<file path="config.mk">
export PLATFORM = sky130hd
export DESIGN_NAME = mac_round_unit
export DESIGN_NICKNAME = d
export VERILOG_FILES = /design/src/rtl/mac_round_pkg.sv /design/src/rtl/mac_product.sv /design/src/rtl/mac_combine.sv /design/src/rtl/mac_round_unit.sv
export SDC_FILE = /design/constraint.sdc
export NUM_CORES = 2
export LEC_CHECK = 0
export ABC_CLOCK_PERIOD_IN_PS = 1300
export BUFFER_PORTS_ARGS = -buffer_cell sky130_fd_sc_hd__buf_2
export CORE_MARGIN = 2
export CORE_UTILIZATION = 31
export CTS_CLUSTER_DIAMETER = 100
export CTS_CLUSTER_SIZE = 24
export DETAILED_ROUTE_END_ITERATION = 8
export PLACE_DENSITY_LB_ADDON = 0.08
export SKIP_CTS_REPAIR_TIMING = 1
export SYNTH_ARGS = -nofsm -noshare
export SYNTH_HDL_FRONTEND = slang
export SYNTH_SLANG_ARGS = --single-unit
</file>
<file path="constraint.sdc">
create_clock -name clk -period 1.3 [get_ports clk]
set_input_delay 0.195 -clock clk [delete_from_list [all_inputs] [get_ports clk]]
set_output_delay 0.195 -clock clk [all_outputs]
set_load 0.01 [all_outputs]
</file>
<file path="src/rtl/mac_round_pkg.sv">
package mac_round_pkg;

  // Direction in which the product is applied to the accumulator.
  typedef enum logic {
    MAC_ADD = 1'b0,
    MAC_SUB = 1'b1
  } mac_dir_e;

endpackage

</file>
<file path="src/rtl/mac_product.sv">
module mac_product #(
  parameter int XLEN = 32,
  localparam int PW  = 2 * XLEN
) (
  input  logic [XLEN-1:0] mula,
  input  logic [XLEN-1:0] mulb,
  output logic [PW-1:0]   prod
);

  // Sign-extend both operands to the product width. The low PW bits of
  // their product are then the exact signed product.
  function automatic logic [PW-1:0] sext_to_pw(input logic [XLEN-1:0] v);
    return {{XLEN{v[XLEN-1]}}, v};
  endfunction

  function automatic logic [PW-1:0] full_mul(input logic [XLEN-1:0] x,
                                             input logic [XLEN-1:0] y);
    return sext_to_pw(x) * sext_to_pw(y);
  endfunction

  assign prod = full_mul(mula, mulb);

endmodule

</file>
<file path="src/rtl/mac_combine.sv">
module mac_combine
  import mac_round_pkg::*;
#(
  parameter int XLEN = 32,
  parameter int SHW  = 5,
  localparam int PW  = 2 * XLEN
) (
  input  logic [XLEN-1:0] acc,
  input  logic [PW-1:0]   prod,
  input  mac_dir_e        dir,
  input  logic [SHW-1:0]  shamt,
  output logic [XLEN-1:0] result,
  output logic [XLEN-1:0] wrap_res,
  output logic [XLEN-1:0] mix_lo
);

  logic [PW-1:0]   acc_wide;
  logic [PW-1:0]   mix_wide;
  logic [PW-1:0]   rnd_const;
  logic [PW-1:0]   rounded;
  logic [PW-1:0]   shifted;
  logic            shift_on;

  // Narrow mode: wrap at XLEN bits, only the low product half matters.
  function automatic logic [XLEN-1:0] narrow_mix(input logic [XLEN-1:0] a,
                                                 input logic [XLEN-1:0] p,
                                                 input mac_dir_e d);
    return (d == MAC_SUB) ? (a - p) : (a + p);
  endfunction

  // Wide mode: accumulate at the full product width.
  function automatic logic [PW-1:0] wide_mix(input logic [PW-1:0] a,
                                             input logic [PW-1:0] p,
                                             input mac_dir_e d);
    return (d == MAC_SUB) ? (a - p) : (a + p);
  endfunction

  // Half of one output step at shift n, i.e. 2^(n-1); zero when n is 0.
  function automatic logic [PW-1:0] half_step(input logic [SHW-1:0] n);
    logic [PW-1:0] r;
    r = '0;
    if (n != '0) r = PW'(1) << (n - SHW'(1));
    return r;
  endfunction

  assign shift_on  = (shamt != '0);
  assign acc_wide  = {{XLEN{acc[XLEN-1]}}, acc};
  assign mix_wide  = wide_mix(acc_wide, prod, dir);
  assign rnd_const = half_step(shamt);
  assign rounded   = mix_wide + rnd_const;
  assign shifted   = rounded >> shamt;
  assign wrap_res  = narrow_mix(acc, prod[XLEN-1:0], dir);
  assign mix_lo    = mix_wide[XLEN-1:0];
  assign result    = shift_on ? shifted[XLEN-1:0] : wrap_res;

endmodule

</file>
<file path="src/rtl/mac_round_unit.sv">
module mac_round_unit
  import mac_round_pkg::*;
#(
  parameter int XLEN = 32,
  parameter int SHW  = 5
) (
  input  logic            clk,
  input  logic            rst_n,
  input  logic            in_valid,
  input  logic [XLEN-1:0] in_acc,
  input  logic [XLEN-1:0] in_mula,
  input  logic [XLEN-1:0] in_mulb,
  input  logic            in_sub,
  input  logic [SHW-1:0]  in_shamt,
  output logic            out_valid,
  output logic [XLEN-1:0] out_result
);

  localparam int PW = 2 * XLEN;

  logic [PW-1:0]   prod_full;
  logic [XLEN-1:0] next_result;
  logic [XLEN-1:0] wrap_res;
  logic [XLEN-1:0] mix_lo;
  mac_dir_e        dir;

  assign dir = mac_dir_e'(in_sub);

  mac_product #(.XLEN(XLEN)) prod_i (
    .mula (in_mula),
    .mulb (in_mulb),
    .prod (prod_full)
  );

  mac_combine #(.XLEN(XLEN), .SHW(SHW)) comb_i (
    .acc      (in_acc),
    .prod     (prod_full),
    .dir      (dir),
    .shamt    (in_shamt),
    .result   (next_result),
    .wrap_res (wrap_res),
    .mix_lo   (mix_lo)
  );

  always_ff @(posedge clk or negedge rst_n) begin
    if (!rst_n) begin
      out_valid  <= 1'b0;
      out_result <= '0;
    end else begin
      out_valid <= in_valid;
      if (in_valid) out_result <= next_result;
    end
  end


  valid_follow_chk: assert property (@(posedge clk) disable iff (!rst_n)
    in_valid |=> out_valid);


  valid_idle_chk: assert property (@(posedge clk) disable iff (!rst_n)
    !in_valid |=> !out_valid);


  result_hold_chk: assert property (@(posedge clk) disable iff (!rst_n)
    !in_valid |=> $stable(out_result));


  zero_prod_chk: assert property (@(posedge clk) disable iff (!rst_n)
    (in_valid && (in_mula == '0 || in_mulb == '0)) |-> (prod_full == '0));


  wrap_low_chk: assert property (@(posedge clk) disable iff (!rst_n)
    (in_valid && in_shamt == '0) |-> (mix_lo == wrap_res));


  shifted_capture_chk: assert property (@(posedge clk) disable iff (!rst_n)
    in_valid |=> (out_result == $past(next_result)));

endmodule

</file>
; Yosys cells after proc, flatten, opt, wreduce, memory -nomap -nowiden
; Cells that the tools add are included.
[totals]
out_inout_bits = 33
memories = 0
romBits = 0
register_bits = 33
latch_bits = 0
mem_bits_rw = 0
[op_classes]
multipliers = 1
shift = 2
order_cmp = 0
n_addsub = 6
muxes = 4
n_div = 0
n_eq_ne = 0
bitwise_logic = 0
reduce_logical = 1
[op_table]
columns = operator, n
row1 = adder 64 bit, 2
row2 = two-way mux 64 bit, 2
row3 = multiplier 32 x 32 -> 64 bit, 1
row4 = two-way mux 32 bit, 2
row5 = "left shift 1 x 5 -> 64 bit, first input constant", 1
row6 = >> shifter 64 x 5 -> 32 bit, 1
row7 = subtractor 64 bit, 1
row8 = adder 32 bit, 1
row9 = subtractor 32 bit, 1
row10 = nonzero test 5 bit, 1
row11 = "subtractor 5 x 1 -> 5 bit, second input constant", 1

; Logic depth before layout (Yosys ltp)
[depth]
ltp_word = 6
ltp_mapped = 54
ltp_nobuf = 49

; Hierarchy
; From an unflattened synthesis, not the netlist that was laid out.
[unflattened]
cells_unflattened = 5856
area_unflattened_um2 = 50058.0
[by_module_without_submodules]
columns = mod, cells_each, instances, area_per_inst_um2, seq_area_each_um2
row1 = mac_product, 3874, 1, 36139.7, 0.0
row2 = mac_combine, 1913, 1, 12548.3, 0.0
row3 = mac_round_unit, 69, 1, 1370.1, 825.8

; Least setup slack after synthesis
; Ideal clock, no wire load.
[synth_path]
path_kind = input to register
startpoint = input port in_mula[12]
endpoint = register out_result[28]
path_slack_ns = -10.734
arrival_time_ns = 11.906
stages = 48
setup_ns = 0.129
t_required_ns = 1.171
path_cell_list = clkbuf_1 and2_1 fa_1 fa_1 fa_1 inv_1 fa_1 inv_1 fa_1 inv_1 fa_1 inv_1 fa_1 inv_1 fa_1 inv_1 ha_1 clkbuf_1 [... 12 more ...] nor2_1 a31oi_1 nand2_1 xnor2_1 ha_1 nand2_1 or4_1 a211oi_1 o211ai_1 a211o_1 nor4_2 nand2_1 nor4_1 xnor2_1 mux2i_1 a221o_1 a221oi_2 a2111o_1
[synth_via]
elab_chain_len = 6
elab_cells_between_ends = 10
cone_classes = add/sub (5) / mul (1) / shift (1) / mux (3)
[synth_lines]
columns = element, line_no
row1 = from (decl), mac_round_unit.sv:11  ; input logic [XLEN-1:0] in_mula,
row2 = multiplier 32 x 32 -> 64 bit (*), mac_product.sv:18  ; return sext_to_pw(x) * sext_to_pw(y);
row3 = adder 64 bit or subtractor 64 bit (tied branches), mac_combine.sv:35  ; return (d == MAC_SUB) ? (a - p) : (a + p);
row4 = two-way mux 64 bit, mac_combine.sv:35
row5 = adder 64 bit, mac_combine.sv:50  ; assign rounded = mix_wide + rnd_const;
row6 = >> shifter 64 x 5 -> 32 bit, mac_combine.sv:51  ; assign shifted = rounded >> shamt;
row7 = two-way mux 32 bit (*), mac_combine.sv:54  ; assign result = shift_on ? shifted[XLEN-1:0] : wrap_res;
row8 = to (signal assigned), mac_round_unit.sv:51  ; if (in_valid) out_result <= next_result;
row9 = to (decl), mac_round_unit.sv:16  ; output logic [XLEN-1:0] out_result
; Mark *: on every way between the ends. The rest lies on a longest branch, timed or not.
; A chain may end at the register's enable or synchronous reset.

; Worst setup path after layout
[layout_path]
startpoint = input port in_mula[7]
endpoint = register out_result[28]
; The elaborated chain is that of the path after synthesis.

==> impl_metrics.tcl <==
set metrics [dict create \
    dp.cells 8902 \
    start_kind "input pin" \
    die_w_um 402 \
    critical_path_class "in2reg" \
    place_ws_ns -11.30 \
    synth_top_area_share 0.439 \
    cts_buffers 5 \
    grt_pass1_wl_mm 276 \
    reg2reg_slack_ns 0.13 \
    clkTransAtPathRegs_ns 0.06 \
    vias_per_cell 4.89 \
    status "finished with violations" \
    layout.nets 8427 \
    dieArea_um2 161000 \
    synth_edf_count 0 \
    worst_path_max_delay_cell "fa_1" \
    synth_ff_type "dfrtp_1" \
    syn-cell-area_um2 49000 \
    wl_mm 175 \
    cp.required_ns 1.47 \
    max_stage_delay_ns 0.54 \
    cts_root_buffer "clkbuf_16" \
    grt_remaining_overflow 0 \
    maxCapViolCount 0 \
    ys_ff_latch 33 \
    routedWlPerCell_um 19.4 \
    syn_nets 7152 \
    cts.htree.levels 2 \
    seq_area_frac_synth 0.0168 \
    synth-warning-count 0 \
    critPathMostFrequentCell "fa_1" \
    async_flop_share 1.00 \
    fmax_mhz 88.1 \
    portBuffers 137 \
    setup_ws_ns -10.05 \
    row_count 145 \
    first_iter_violations 2041 \
    min_period_ns 11.35 \
    worstHoldPathType "in2async" \
    drive_above_1_share 0.325 \
    initial_core_util 0.313 \
    io_pins 138 \
    grt_max_degree 45 \
    skew_ns 0 \
    end_kind "flop" \
    clockBufferDepth 2 \
    dr.pass1.iters 7 \
    num_vias 44205 \
    rsz0062_at_grt "true" \
    synth.largest_area_cell "fa_1" \
    drv_slew 0 \
    ys_top_cells_by_area "fa_1, and2_1, ha_1" \
    clock-sinks 33 \
    reg2reg_from "out_result[30]" \
    ys_types 108 \
    instances_no_fill 9031 \
    fin_crit_sh 8.73 \
    place.gp.congestion 0.893 \
    core_um2 157000 \
    setup_violations 32 \
    arrival_ns 11.52 \
    crit_fanout 9 \
    grt_antenna_before_repair 6 \
    syn_inst 5695 \
    whs_ns 0.398 \
    die_h_um 402 \
    drc 0 \
    hpwlAfterDp_mm 153 \
    grt.total_usage 0.215 \
    violations "setup timing" \
    final_hold_viol_count 0 \
    relSlewSlack 0.463 \
    area_growth_pct 36.5 \
    grt_pass1_vias 47893 \
    clk-insertion-delay-late_ns 0.28 \
    postRouteAntennaNets 0 \
    worst_pin_slew_ns 0.798 \
    avgSynthCellArea_um2 8.61 \
    cts_tree "done" \
    crit_start "in_mula[7]" \
]
## final cells by class
class | instances | area, um^2
Tap cell | 2058 | 2570
Antenna cell | 3 | 7.51
Inverter | 822 | 3090
Clock buffer | 7 | 143
Sequential cell | 33 | 826
Fill cell | 15896 | 89600
Multi-Input combinational cell | 4504 | 47600
Timing Repair Buffer | 1604 | 12700
## cells in the final DEF, fill, tap and decap left out, drive strengths merged, types with 22 or more instances in the layout
cell	synthesis	routed
a211oi	75	75
a21o	72	72
a21oi	231	231
a31oi	38	38
and2	559	559
and3	33	33
buf	38	1590
dfrtp	33	33
fa	1075	1075
ha	277	277
inv	820	820
mux2	24	24
mux2i	75	75
nand2	688	688
nand2b	41	41
nand3	60	60
nand4	58	58
nor2	270	270
nor3	100	100
nor4	25	25
o211ai	47	47
o21a	32	32
o21ai	165	165
o21bai	22	22
or3	23	23
xnor2	151	151
xor2	71	71
## path summary, 6_finish.rpt
check,endpoint,depth (start not counted)
worst max-delay path,out_result[28],46
worst min-delay path,out_result[3],3
worst max register to register,out_result[30],4
worst min register to register,out_result[7],1
max in group asynchronous,out_result[30],3
min in group clk,out_result[27],3
## state kept, by name, summed over array words and instances, names as in the netlist
signal / flops
out_valid: 1
out_result: 32
## worst max-delay path: cells and delay by family
kind | cells | cell delay [ns]
compound gates | 10 | 2.24
xor+xnor | 3 | 0.49
fa+ha+maj | 11 | 4.71
buf+inv | 9 | 1.08
mux | 1 | 0.50
simple gates | 12 | 2.28
## per-layer routing
layer  routed length [um]  GRT usage  vias to the layer above
met5                    0          0                        -
met4                 2840     0.0287                        0
met3                 4660     0.0109                      132
met2                87200      0.384                      674
met1                80100      0.293                    22575
li1                     -          -                    20824
## metrics by stage
| step | TNS, ns | cell area (um^2) | utilization |
|---|---|---|---|
| 5_1_grt | -327.27 | 66900 | 0.428 |
| 6_report | -314.68 | 66900 | 0.428 |
| 3_5_place_dp | -352.12 | 61900 | 0.396 |
| 4_1_cts | -344.93 | 62100 | 0.397 |
| 3_3_place_gp | -350.58 | 61900 | 0.396 |
| 2_1_floorplan | -306.31 | 49600 | - |
## synthesized netlist by cell type, drive strengths merged, types with 24 or more instances
cell type and instances:
a211oi 75, xor2 71, buf 38, nor4 25, mux2 24, a21oi 231, and3 33, clkbuf 298
o21a 32, a21o 72, o211ai 47, dfrtp 33, mux2i 75, and2 559, nand2b 41, a31oi 38
xnor2 151, nand4 58, fa 1075, nor3 100, o21ai 165, nand3 60, ha 277, nand2 688
nor2 270, inv 820
## cell families after synthesis
group	synth area share
AND/OR/NAND/NOR	0.197
adder cells (fa/ha/maj)	0.510
buffers and inverters	0.0891
AO/OA/AOI/OAI	0.122
XOR/XNOR	0.0400
multiplexers	0.0250
flip-flops	0.0168
other	0.0000765
Power is not shown: default switching activity piles up to over one toggle a cycle in this logic, so the estimate is an artifact.
